`src/rtl/rtc_evt_pkg.sv`:
```
package rtc_evt_pkg;
  localparam int CLR_W       = 2;
  localparam int CLR_TICK_B  = 0;
  localparam int CLR_ALARM_B = 1;

  typedef enum logic [2:0] {
    FLD_SEC  = 3'd0,
    FLD_MIN  = 3'd1,
    FLD_HOUR = 3'd2,
    FLD_DOM  = 3'd3,
    FLD_DOW  = 3'd4,
    FLD_DOY  = 3'd5,
    FLD_MON  = 3'd6,
    FLD_YEAR = 3'd7
  } field_idx_e;
endpackage

```
`src/rtl/rtc_tick_detect.sv`:
```
module rtc_tick_detect #(
  parameter int NUM_FIELDS = 8
) (
  input  logic [NUM_FIELDS-1:0] field_stb,
  input  logic [NUM_FIELDS-1:0] tick_en,
  output logic                  tick_evt
);
  logic [NUM_FIELDS-1:0] gated;

  for (genvar k = 0; k < NUM_FIELDS; k++) begin : g_gate
    assign gated[k] = field_stb[k] & tick_en[k];
  end

  assign tick_evt = |gated;
endmodule

```
`src/rtl/rtc_alarm_cmp.sv`:
```
module rtc_alarm_cmp #(
  parameter int NUM_FIELDS = 8,
  parameter int FIELD_W    = 12
) (
  input  logic                          clk,
  input  logic                          rst_n,
  input  logic [NUM_FIELDS*FIELD_W-1:0] time_vec,
  input  logic [NUM_FIELDS*FIELD_W-1:0] alarm_vec,
  input  logic [NUM_FIELDS-1:0]         alarm_mask,
  output logic                          alarm_rise
);
  logic [NUM_FIELDS-1:0] fld_ok;
  logic                  all_masked;
  logic                  match_now;
  logic                  match_prev_q;

  for (genvar k = 0; k < NUM_FIELDS; k++) begin : g_cmp
    assign fld_ok[k] = alarm_mask[k] |
                       (time_vec[k*FIELD_W +: FIELD_W] == alarm_vec[k*FIELD_W +: FIELD_W]);
  end

  assign all_masked = &alarm_mask;
  assign match_now  = (&fld_ok) & ~all_masked;

  always_ff @(posedge clk) begin
    if (!rst_n) match_prev_q <= 1'b0;
    else        match_prev_q <= match_now;
  end

  assign alarm_rise = match_now & ~match_prev_q;

  // a held match never produces a second rise
  a_r5_no_retrigger: assert property (@(posedge clk) disable iff (!rst_n)
    match_prev_q |-> !alarm_rise);

  // fully masked compare never rises
  a_r7_all_masked_off: assert property (@(posedge clk) disable iff (!rst_n)
    (&alarm_mask) |-> !alarm_rise);
endmodule

```
`src/rtl/rtc_sticky_flag.sv`:
```
module rtc_sticky_flag (
  input  logic clk,
  input  logic rst_n,
  input  logic set_i,
  input  logic clr_i,
  output logic flag_q
);
  always_ff @(posedge clk) begin
    if (!rst_n)     flag_q <= 1'b0;
    else if (set_i) flag_q <= 1'b1;
    else if (clr_i) flag_q <= 1'b0;
  end

  // set has priority over a simultaneous clear
  a_r9_set_wins: assert property (@(posedge clk) disable iff (!rst_n)
    set_i |=> flag_q);

  // no set and no clear keeps the flag
  a_r8_hold: assert property (@(posedge clk) disable iff (!rst_n)
    (!set_i && !clr_i) |=> $stable(flag_q));
endmodule

```
`src/rtl/rtc_evt_irq.sv`:
```
module rtc_evt_irq
  import rtc_evt_pkg::*;
#(
  parameter int NUM_FIELDS = 8,
  parameter int FIELD_W    = 12
) (
  input  logic                          clk,
  input  logic                          rst_n,
  input  logic [NUM_FIELDS*FIELD_W-1:0] time_vec,
  input  logic [NUM_FIELDS-1:0]         field_stb,
  input  logic [NUM_FIELDS-1:0]         tick_en,
  input  logic [NUM_FIELDS*FIELD_W-1:0] alarm_vec,
  input  logic [NUM_FIELDS-1:0]         alarm_mask,
  input  logic                          clr_we,
  input  logic [CLR_W-1:0]              clr_data,
  output logic                          tick_flag,
  output logic                          alarm_flag,
  output logic                          irq
);
  localparam int NFLAGS = CLR_W;

  logic              tick_evt;
  logic              alarm_rise;
  logic [NFLAGS-1:0] set_vec;
  logic [NFLAGS-1:0] clr_vec;
  logic [NFLAGS-1:0] flag_vec;

  rtc_tick_detect #(.NUM_FIELDS(NUM_FIELDS)) u_tick (
    .field_stb (field_stb),
    .tick_en   (tick_en),
    .tick_evt  (tick_evt)
  );

  rtc_alarm_cmp #(.NUM_FIELDS(NUM_FIELDS), .FIELD_W(FIELD_W)) u_alarm (
    .clk        (clk),
    .rst_n      (rst_n),
    .time_vec   (time_vec),
    .alarm_vec  (alarm_vec),
    .alarm_mask (alarm_mask),
    .alarm_rise (alarm_rise)
  );

  assign set_vec[CLR_TICK_B]  = tick_evt;
  assign set_vec[CLR_ALARM_B] = alarm_rise;

  for (genvar f = 0; f < NFLAGS; f++) begin : g_flag
    assign clr_vec[f] = clr_we & clr_data[f];
    rtc_sticky_flag u_flag (
      .clk    (clk),
      .rst_n  (rst_n),
      .set_i  (set_vec[f]),
      .clr_i  (clr_vec[f]),
      .flag_q (flag_vec[f])
    );
  end

  assign tick_flag  = flag_vec[CLR_TICK_B];
  assign alarm_flag = flag_vec[CLR_ALARM_B];
  assign irq        = |flag_vec;

  // an enabled strobe reaches the tick flag one edge later
  a_r2_tick_sets: assert property (@(posedge clk) disable iff (!rst_n)
    |(field_stb & tick_en) |=> tick_flag);

  // tick flag falls only after a clear write with bit 0 set
  a_r3_tick_sticky: assert property (@(posedge clk) disable iff (!rst_n)
    (tick_flag && !(clr_we && clr_data[CLR_TICK_B])) |=> tick_flag);

  // alarm clear without a new rise drops the flag
  a_r6_alarm_clear: assert property (@(posedge clk) disable iff (!rst_n)
    (clr_we && clr_data[CLR_ALARM_B] && !alarm_rise) |=> !alarm_flag);

  // a new alarm flag needs the mask not fully set
  a_r10_alarm_needs_mask: assert property (@(posedge clk) disable iff (!rst_n)
    $rose(alarm_flag) |-> !$past(&alarm_mask));
endmodule

```
`config.mk`:
```
export PLATFORM = sky130hd
export DESIGN_NAME = rtc_evt_irq
export DESIGN_NICKNAME = d
export VERILOG_FILES = /design/src/rtl/rtc_evt_pkg.sv /design/src/rtl/rtc_tick_detect.sv /design/src/rtl/rtc_alarm_cmp.sv /design/src/rtl/rtc_sticky_flag.sv /design/src/rtl/rtc_evt_irq.sv
export SDC_FILE = /design/constraint.sdc
export NUM_CORES = 1
export LEC_CHECK = 0
export ABC_AREA = 1
export ABC_CLOCK_PERIOD_IN_PS = 900
export BUFFER_PORTS_ARGS = -buffer_cell sky130_fd_sc_hd__buf_4
export CORE_AREA = 2 2 86 88
export CTS_CLUSTER_DIAMETER = 120
export DETAILED_ROUTE_END_ITERATION = 7
export DIE_AREA = 0 0 88 90
export SYNTH_ARGS = -nofsm -noshare
export SYNTH_HDL_FRONTEND = slang
export SYNTH_SLANG_ARGS = --single-unit
```
`constraint.sdc`:
```
create_clock -name clk -period 0.9 [get_ports clk]
set_input_delay 0.045 -clock clk [delete_from_list [all_inputs] [get_ports clk]]
set_output_delay 0.045 -clock clk [all_outputs]
set_load 0.02 [all_outputs]
```
==> metrics.md, run 1 <==
| Metric | Value |
|---|---|
| Status | `finished, violations left` |
| Failing checks | `setup timing` |
| Post-route cell area | `3700 um^2` |
| Clock root buffer | `clkbuf_8` |
| Syn. warnings | `0` |
| CP max FO | `2` |
| Global-route wire length before repair | `9.86 mm` |
| Synth unique cells | `13` |
| Boundary Pins | `224` |
| Final Hold Viols | `0` |
| Largest net degree at the start of global routing | `4` |
| Post-Synthesis Cells | `306` |
| PortBufs | `223` |
| Final setup viols | `1` |
| Req. time, crit path | `roughly 850 ps` |
| Worst setup margin | `-36.5 ps` |
| Antenna diodes | `0` |
| # H-tree levels | `1` |
| Total Wirelength | `6.66 mm` |
| Fmax | `1070 MHz` |
| Number of DRC markers in iteration 0 | `22` |
| Initial Util | `0.231` |
| DRC viols | `0` |
| Die Area | `7920 um^2` |
| CP Capture Type | `output pin` |
| Sum of negative setup slack | `-36.5 ps` |
| Crit-path max cell delay | `310 ps` |
| Grt ovf | `0` |
| CTS Buffer Depth | `2` |
| Cell area after synthesis | `roughly 1600 um^2` |
| Detailed Place HPWL | `roughly 6.2 mm` |
| Pre-antenna DRT Iters | `4` |
| Clock Skews | `between 0.04 and 0.05 ps` |
| TritonCTS clock tree | `yes` |
| MaxCap Viol Count | `0` |
| Share of layout cells above drive strength 1 | `0.486` |
| Initial antenna violation count | `0` |
| Vias per cell | `3.97` |
| CTS clk-pin slew, worst paths | `30 ps` |
| Dominant cell type by area after synthesis | `xnor2_1` |
| Unrepaired setup endpoints after global routing | `true` |
| Yosys top cell area share | `0.400` |
| Syn Nets | `around 530` |
| GRT Util Overall | `0.153` |
| Area Overhead vs Synth | `128%` |
| Clock sink count | `3` |
| Vias in the first global route | `2503` |
| DP Area | `3420 um^2` |
| Post-DR wirelength/cell | `10.5 um` |
| Final ANT Viol Nets | `0` |
| Worst-Skew Late Latency | `about 210 ps` |
| Core ar. | `7020 um^2` |
| CP cell instances | `or2_4 > buf_6` |
| Fin. max-slew vios | `0` |
| Post-synthesis sequential area ratio | `0.0371` |
| Worst path slowest cell | `dfxtp_2` |
| Cell Rows | `31` |
| Crit Path Category | `reg -> out` |
| Inserted Clock Buffers | `3` |
| Synth top area cells | `xnor2_1, nand2_1, inv_1` |
| Crit path DAT | `890 ps` |
| Hold WC Path Type | `in -> reg` |
| Die X | `88 um` |
| Die span in y | `90 um` |
| Worst slew pin tran | `250 ps` |
| GPL Wtd Cong | `0.860` |
| FF+latch count, synth | `3` |
| Vias after detailed routing | `2515` |
| Slew headroom | `0.833` |
| Fillcell total | `around 720` |
| Fin crit share | `1.04` |
| Synthesized area per cell | `5.30 um^2` |
| Number of nets in the layout | `757` |
| Fin crit period | `936 ps` |
| Peak VDD IR | `0.000301 V` |
| P_leak | `0.00208 uW` |
| CP startpoint kind | `flip-flop` |
| P per Cell Area | `563 nW/um^2` |
-- registers in the layout, summed over array words and instances, names as in the netlist --
signal,count
u_alarm.match_prev_q,1
g_flag.u_flag.flag_q,2
-- metal layers --
metal | track usage | vias to the layer above | share of wire
li1 | - | 1354 | -
met1 | 0.142 | 1031 | 0.33
met2 | 0.307 | 122 | 0.55
met3 | 0.0478 | 8 | 0.11
met4 | 0.0436 | 0 | 0.011
met5 | 0 | - | 0
-- cell usage after synthesis, drive strengths merged --
| library cell | instances |
|---|---|
| a21oi | 1 |
| a221oi | 1 |
| and3 | 1 |
| dfxtp | 3 |
| inv | 54 |
| nand2 | 126 |
| nand3 | 10 |
| nand4 | 7 |
| nor2 | 26 |
| o21ai | 1 |
| or2 | 2 |
| xnor2 | 74 |
-- worst paths after layout --
kind | from | slack [ps] | end | cells past startpoint
max | g_flag[0].u_flag.flag_q | -40 | irq | 2
min | rst_n | 40 | g_flag[0].u_flag.flag_q | 3
max reg2reg | g_flag[0].u_flag.flag_q | 110 | g_flag[0].u_flag.flag_q | 5
min reg2reg | u_alarm.match_prev_q | 490 | g_flag[1].u_flag.flag_q | 3
-- per-stage QoR --
stage / cells / setup slack [ps] / hold WS, ps / utilization / total power [uW]
floorplan: 306 / 68.6 / 143 / - / 688
finish: 634 / -36.5 / 44.3 / 0.526 / 2080
detailed placement: 628 / -176 / 265 / 0.487 / 1580
global route: 634 / -64.8 / 55.4 / 0.526 / 2260
global placement: 628 / -172 / 258 / 0.487 / 1550
CTS: 634 / -39.3 / 43.7 / 0.497 / 1990
-- placed cells by master, fill, tap and decap left out --
cell type | synthesis | routed
nand2_2 | 0 | 1
clkbuf_8 | 0 | 3
buf_6 | 0 | 15
buf_4 | 0 | 210
xnor2_2 | 0 | 19
or2_2 | 2 | 1
nand4_1 | 7 | 7
inv_2 | 0 | 1
a21oi_2 | 0 | 1
clkbuf_1 | 0 | 1
dfxtp_2 | 0 | 2
nor2_2 | 3 | 6
and3_1 | 1 | 1
a221oi_1 | 1 | 1
o21ai_0 | 1 | 1
or2_4 | 0 | 1
nor2_1 | 23 | 20
inv_1 | 54 | 53
dfxtp_1 | 3 | 1
nand2_1 | 126 | 125
xnor2_1 | 74 | 55
nand3_1 | 10 | 10
-- worst max-delay path: cells and delay by family, from the launching register on --
| family | cells | cell delay (ps) |
|---|---|---|
| DFF | 1 | 310 |
| buffers and inverters | 1 | 130 |
| and+or+nand+nor | 1 | 240 |
-- power by group --
group | internal (uW) | leakage [uW] | switching, uW
clock | 302 | 0.0000228 | 90.4
sequential | 138 | 0.0000251 | 1.80
combinational | 1030 | 0.00204 | 517
total | 1470 | 0.00208 | 609
-- what timing repair did --
| item | 4_1_cts | 5_1_grt |
|---|---|---|
| cloned | 0 | 0 |
| pin swaps | 0 | 37 |
| setup buffers | 2 | 0 |
| setup endpoints to repair | 1 | 3 |
| resized for setup | 4 | 39 |
| hold buffers | 0 | 0 |
-- area by class of cell --
class                           count  area, um^2  share of cell area
Timing Repair Buffer              225        1750               0.472
Multi-Input combinational cell    249        1520               0.410
Inverter                           54         203              0.0548
Tap cell                           99         124              0.0335
Sequential cell                     3        62.6              0.0169
Clock buffer                        4        45.0              0.0122
-- cells by family (layout without fill, tap and decap cells) --
family	Yosys count	count (layout)	synth area share
AND/OR/NAND/NOR	172	172	0.426
XOR/XNOR	74	74	0.400
buffers and inverters	54	283	0.125
AO/OA/AOI/OAI	3	3	0.0116
flip-flops	3	3	0.0371
No activity file was read; power rests on OpenSTA's default activity.
==> run 2, diff against run 1 <==
Settings changed: RECOVER_POWER from default to 50.
==> metrics.md, run 2 (synthesis gave the netlist of run 1 again) <==
| Metric | Value |
|---|---|
| Status | `finished, violations left (unchanged)` |
| Failing checks | `setup timing (unchanged)` |
| GPL Wtd Cong | `0.860 (unchanged)` |
| Die span in y | `90 um (unchanged)` |
| Initial Util | `0.231 (unchanged)` |
| Share of layout cells above drive strength 1 | `0.484 (was 0.486)` |
| Busiest grt layer | `met2 (unchanged)` |
| Worst-Skew Late Latency | `210 ps (about the same)` |
| GRT Util Overall | `0.153 (unchanged)` |
| Hold slack final | `44.4 ps (was 44.3 ps)` |
| Final Hold Viols | `0 (unchanged)` |
| PortBufs | `223 (unchanged)` |
| GR Layer Usage met3 | `0.0478 (unchanged)` |
| Crit path DAT | `890 ps (about the same)` |
| MaxCap Viol Count | `0 (unchanged)` |
| Cell Rows | `31 (unchanged)` |
| Antenna diodes | `0 (unchanged)` |
| Core ar. | `7020 um^2 (unchanged)` |
| Vias after detailed routing | `2515 (unchanged)` |
| Inserted Clock Buffers | `3 (unchanged)` |
| Vias in the first global route | `2503 (unchanged)` |
| Largest regs | `g_flag.u_flag.flag_q (2), u_alarm.match_prev_q (1) (unchanged)` |
| Vias per cell | `3.97 (unchanged)` |
| Total Wirelength | `6.66 mm (unchanged)` |
| # H-tree levels | `1 (unchanged)` |
| Post-DR wirelength/cell | `10.5 um (unchanged)` |
| Most frequent cells in the layout | `buf_4, nand2_1, xnor2_1 (unchanged)` |
| Total power | `2080 uW (about the same)` |
| Final setup viols | `1 (unchanged)` |
| TritonCTS clock tree | `yes (unchanged)` |
| Grt ovf | `0 (unchanged)` |
| Largest net degree at the start of global routing | `4 (unchanged)` |
| Grt met1 use | `0.142 (unchanged)` |
| Peak VDD IR | `0.000301 V (about the same)` |
| Fillcell total | `717 (was 716)` |
| CP max FO | `2 (unchanged)` |
| Worst slew pin tran | `250 ps (unchanged)` |
| Initial antenna violation count | `0 (unchanged)` |
| Req. time, crit path | `850 ps (about the same)` |
| Hold WC Path Type | `in -> reg (unchanged)` |
| Reg with most FFs | `g_flag.u_flag.flag_q (unchanged)` |
| CTS Buffer Depth | `2 (unchanged)` |
| Clock sink count | `3 (unchanged)` |
| Worst setup margin | `-34.6 ps (was -36.5 ps)` |
| Die Area | `7920 um^2 (unchanged)` |
| Fin. max-slew vios | `0 (unchanged)` |
| Clock Skews | `0.0473 ps (unchanged)` |
| DRC viols | `0 (unchanged)` |
| Fmax | `1070 MHz (about the same)` |
| CP Capture Type | `output pin (unchanged)` |
| CP startpoint kind | `flip-flop (unchanged)` |
| Boundary Pins | `224 (unchanged)` |
| CTS clk-pin slew, worst paths | `30 ps (about the same)` |
| Number of nets in the layout | `757 (unchanged)` |
| GR Util met2 | `0.307 (unchanged)` |
| Die X | `88 um (unchanged)` |
| Clock root buffer | `clkbuf_8 (unchanged)` |
| Slew headroom | `0.833 (unchanged)` |
| Hold buffer count at CTS | `0 (unchanged)` |
| Unrepaired setup endpoints after global routing | `true (unchanged)` |
| Number of DRC markers in iteration 0 | `22 (unchanged)` |
| Max reg flops | `2 (unchanged)` |
| Fin crit share | `1.04 (about the same)` |
| Crit Path Category | `reg -> out (unchanged)` |
| Commonest non-fill, non-tap cell in the layout | `buf_4 (unchanged)` |
| P_leak | `0.00208 uW (about the same)` |
| Fin crit period | `935 ps (was 936 ps)` |
| Area Overhead vs Synth | `128% (about the same)` |
| Detailed Place HPWL | `6.16 mm (unchanged)` |
| Global-route wire length before repair | `9.86 mm (unchanged)` |
| Pre-antenna DRT Iters | `4 (unchanged)` |
| P per Cell Area | `563 nW/um^2 (about the same)` |
| Final ANT Viol Nets | `0 (unchanged)` |
## run 2: final timing paths
| check | startpoint | endpoint | slack [ps] | depth (start not counted) |
|---|---|---|---|---|
| hold reg to reg | u_alarm.match_prev_q | g_flag[1].u_flag.flag_q | 490 | 3 |
| hold / removal | rst_n | g_flag[0].u_flag.flag_q | 40 | 3 |
| setup / recovery | g_flag[0].u_flag.flag_q | irq | -30 | 2 |
| setup reg to reg | g_flag[0].u_flag.flag_q | g_flag[0].u_flag.flag_q | 110 | 5 |
## run 2: layout make-up
class | instances | area, um^2 | area share
sequential | 3 | 61.3 | 0.0166
tap | 99 | 124 | 0.0335
inverter | 54 | 203 | 0.0549
timing repair buffer | 225 | 1750 | 0.472
multi-input combinational | 249 | 1520 | 0.410
clock buffer | 4 | 45.0 | 0.0122
## run 2: critical path, cell delays in order, from the launching register on
cell and delay [ps]:
dfxtp_1 300, or2_4 240, buf_6 130
## run 2: where the power goes
part	total [uW]	internal (uW)	switching (uW)
logic	1550	1030	517
registers	139	137	1.80
clock network	393	302	90.4
## run 2: layer usage
layer  vias to the layer above  wire length, um
met5                         -                0
li1                       1354                -
met4                         0               75
met2                       122             3680
met3                         8              718
met1                      1031             2180
## run 2: through the flow
stage / utilization / setup slack [ps] / setup TNS (ps) / cell area [um^2] / cells
finish: 0.526 / -34.6 / -34.6 / 3690 / 634
global route: 0.526 / -64.8 / -125 / 3690 / 634
CTS: 0.497 / -39.3 / -39.3 / 3490 / 634
detailed placement: 0.487 / -176 / -350 / 3420 / 628
global placement: 0.487 / -172 / -340 / 3420 / 628
floorplan: - / 68.6 / 0 / 1620 / 306
## run 2: what timing repair did
item	in CTS	in global routing
resized for setup	4	39
setup buffers	2	0
pin swaps	0	37
endpoints found under the setup margin	1	3
==> run 3, diff against run 2 <==
Settings changed: PLACE_DENSITY from default to 0.61.
==> metrics.md, run 3 (synthesis gave the netlist of run 1 again) <==
| Metric | Value |
|---|---|
| Largest net degree at the start of global routing | `4 (unchanged)` |
| Share of layout cells above drive strength 1 | `0.455 (was 0.484)` |
| Setup WS pre-CTS | `-188 ps (was -176 ps)` |
| Fmax | `1060 MHz (was 1070 MHz)` |
| Hold buffer count at CTS | `0 (unchanged)` |
| R2R depth | `4 (was 5)` |
| Status | `finished, violations left (unchanged)` |
| DRC viols | `0 (unchanged)` |
| P per Cell Area | `563 nW/um^2 (about the same)` |
| Boundary Pins | `224 (unchanged)` |
| Reg with most FFs | `g_flag.u_flag.flag_q (unchanged)` |
| Area Overhead vs Synth | `118% (was 128%)` |
| Unrepaired setup endpoints after global routing | `true (unchanged)` |
| PortBufs | `223 (unchanged)` |
| CP Capture Type | `output pin (unchanged)` |
| Vias in the first global route | `2475 (was 2503)` |
| Global-route wire length before repair | `9.65 mm (was 9.86 mm)` |
| Hold path depth | `3 (unchanged)` |
| Inserted Clock Buffers | `3 (unchanged)` |
| Slew headroom | `0.822 (was 0.833)` |
| GPL Wtd Cong | `0.820 (was 0.860)` |
| Req. time, crit path | `850 ps (about the same)` |
| Setup Buffers After CTS | `0 (was 2)` |
| R2R Path End | `g_flag[0].u_flag.flag_q (unchanged)` |
| TritonCTS clock tree | `yes (unchanged)` |
| Crit Path Category | `reg -> out (unchanged)` |
| Commonest non-fill, non-tap cell in the layout | `buf_4 (unchanged)` |
| Largest regs | `g_flag.u_flag.flag_q (2), u_alarm.match_prev_q (1) (unchanged)` |
| Clock root buffer | `clkbuf_8 (unchanged)` |
| Vias per cell | `4.00 (was 3.97)` |
| Most frequent cells in the layout | `buf_4, nand2_1, xnor2_1 (unchanged)` |
| # H-tree levels | `1 (unchanged)` |
| Hold WC Path Type | `in -> reg (unchanged)` |
| CP startpoint kind | `flip-flop (unchanged)` |
| Number of nets in the layout | `756 (was 757)` |
| Failing checks | `setup timing (unchanged)` |
| Grt ovf | `0 (unchanged)` |
| CP max FO | `2 (unchanged)` |
| Final ANT Viol Nets | `0 (unchanged)` |
| Final Hold Viols | `0 (unchanged)` |
| MaxCap Viol Count | `0 (unchanged)` |
| CTS clk-pin slew, worst paths | `30 ps (about the same)` |
| Sum of negative setup slack | `-43.5 ps (was -34.6 ps)` |
| Worst Hold End | `g_flag[0].u_flag.flag_q (unchanged)` |
| Antenna diodes | `0 (unchanged)` |
| Total Wirelength | `6.35 mm (was 6.66 mm)` |
| Fin crit share | `1.05 (was 1.04)` |
| Worst setup margin | `-43.5 ps (was -34.6 ps)` |
| Fin. max-slew vios | `0 (unchanged)` |
| Peak VDD IR | `0.000284 V (was 0.000301 V)` |
| Worst Hold Launch | `rst_n (unchanged)` |
| Max reg flops | `2 (unchanged)` |
| Post-DR wirelength/cell | `10.0 um (was 10.5 um)` |
| Final setup viols | `1 (unchanged)` |
| GRT Util Overall | `0.150 (was 0.153)` |
| Die Area | `7920 um^2 (unchanged)` |
| Pre-antenna DRT Iters | `4 (unchanged)` |
| CTS Buffer Depth | `2 (unchanged)` |
| Worst reg-to-reg setup slack | `220 ps (was 110 ps)` |
| Initial Util | `0.231 (unchanged)` |
| Initial antenna violation count | `0 (unchanged)` |
| Vias after detailed routing | `2529 (was 2515)` |
| Crit path DAT | `900 ps (was 890 ps)` |
| Detailed Place HPWL | `6.06 mm (was 6.16 mm)` |
| Worst-Skew Late Latency | `210 ps (about the same)` |
| Reg2Reg Launch Point | `g_flag[0].u_flag.flag_q (unchanged)` |
| Clock Skews | `0.0185 ps (was 0.0473 ps)` |
| Clock sink count | `3 (unchanged)` |
| Fin crit period | `943 ps (was 935 ps)` |
| Core ar. | `7020 um^2 (unchanged)` |
| Die span in y | `90 um (unchanged)` |
| P_leak | `0.00199 uW (was 0.00208 uW)` |
| Die X | `88 um (unchanged)` |
| Cell Rows | `31 (unchanged)` |
| Worst slew pin tran | `266 ps (was 250 ps)` |
| Number of DRC markers in iteration 0 | `14 (was 22)` |
run 3: cell types whose count changed in the layout (fill, tap and decap cells not counted), sizes merged:
cell / change
clkbuf: +1
buf: -2
run 3: layout make-up:
class | instances | area [um^2]
multi-input cells | 249 | 1410
repair buffers | 224 | 1690
fillers | 718 | 3490
flip-flops and latches | 3 | 62.6
well taps | 99 | 124
clock buffers | 4 | 45.0
inverters | 54 | 203
run 3: power by group:
group | switching [uW] | internal, uW | total [uW]
Sequential | 2.49 | 138 | 141
Clock | 92.4 | 302 | 395
Combinational | 486 | 969 | 1450
run 3: metrics by stage:
stage          hold WS (ps)  cell area, um^2  total power, uW  instances  utilization
4_1_cts                37.5             3480             1980        633        0.495
6_report               34.7             3530             1990        633        0.503
3_3_place_gp            256             3430             1550        629        0.488
3_5_place_dp            258             3430             1580        629        0.488
2_1_floorplan           143             1620              688        306            -
5_1_grt                45.6             3530             2170        633        0.503
run 3: worst max path at each step:
stage | start | end | depth (start not counted)
after CTS | g_flag[1].u_flag.flag_q | irq | 2
after global routing | g_flag[1].u_flag.flag_q | irq | 2
final | g_flag[1].u_flag.flag_q | irq | 2
after global placement | alarm_vec[66] | u_alarm.match_prev_q | 9
after detailed placement | alarm_vec[71] | u_alarm.match_prev_q | 9
after floorplan | time_vec[78] | u_alarm.match_prev_q | 7
run 3: worst max-delay path, cell delays in order, from the launching register on:
cell,delay [ps]
dfxtp_2,310
or2_4,240
buf_6,130
run 3: what timing repair did:
action,CTS,global route
endpoints found under the setup margin,1,3
pin swaps,1,1
resized for setup,3,11
gates cloned,0,0
run 3: per-layer routing:
metal  global-route usage  share of wire  up-vias
met5                    0              0        -
met4               0.0372          0.018        0
met3               0.0441           0.11       10
met2                0.289           0.54      121
met1                0.151           0.34     1049
li1                     -              -     1349
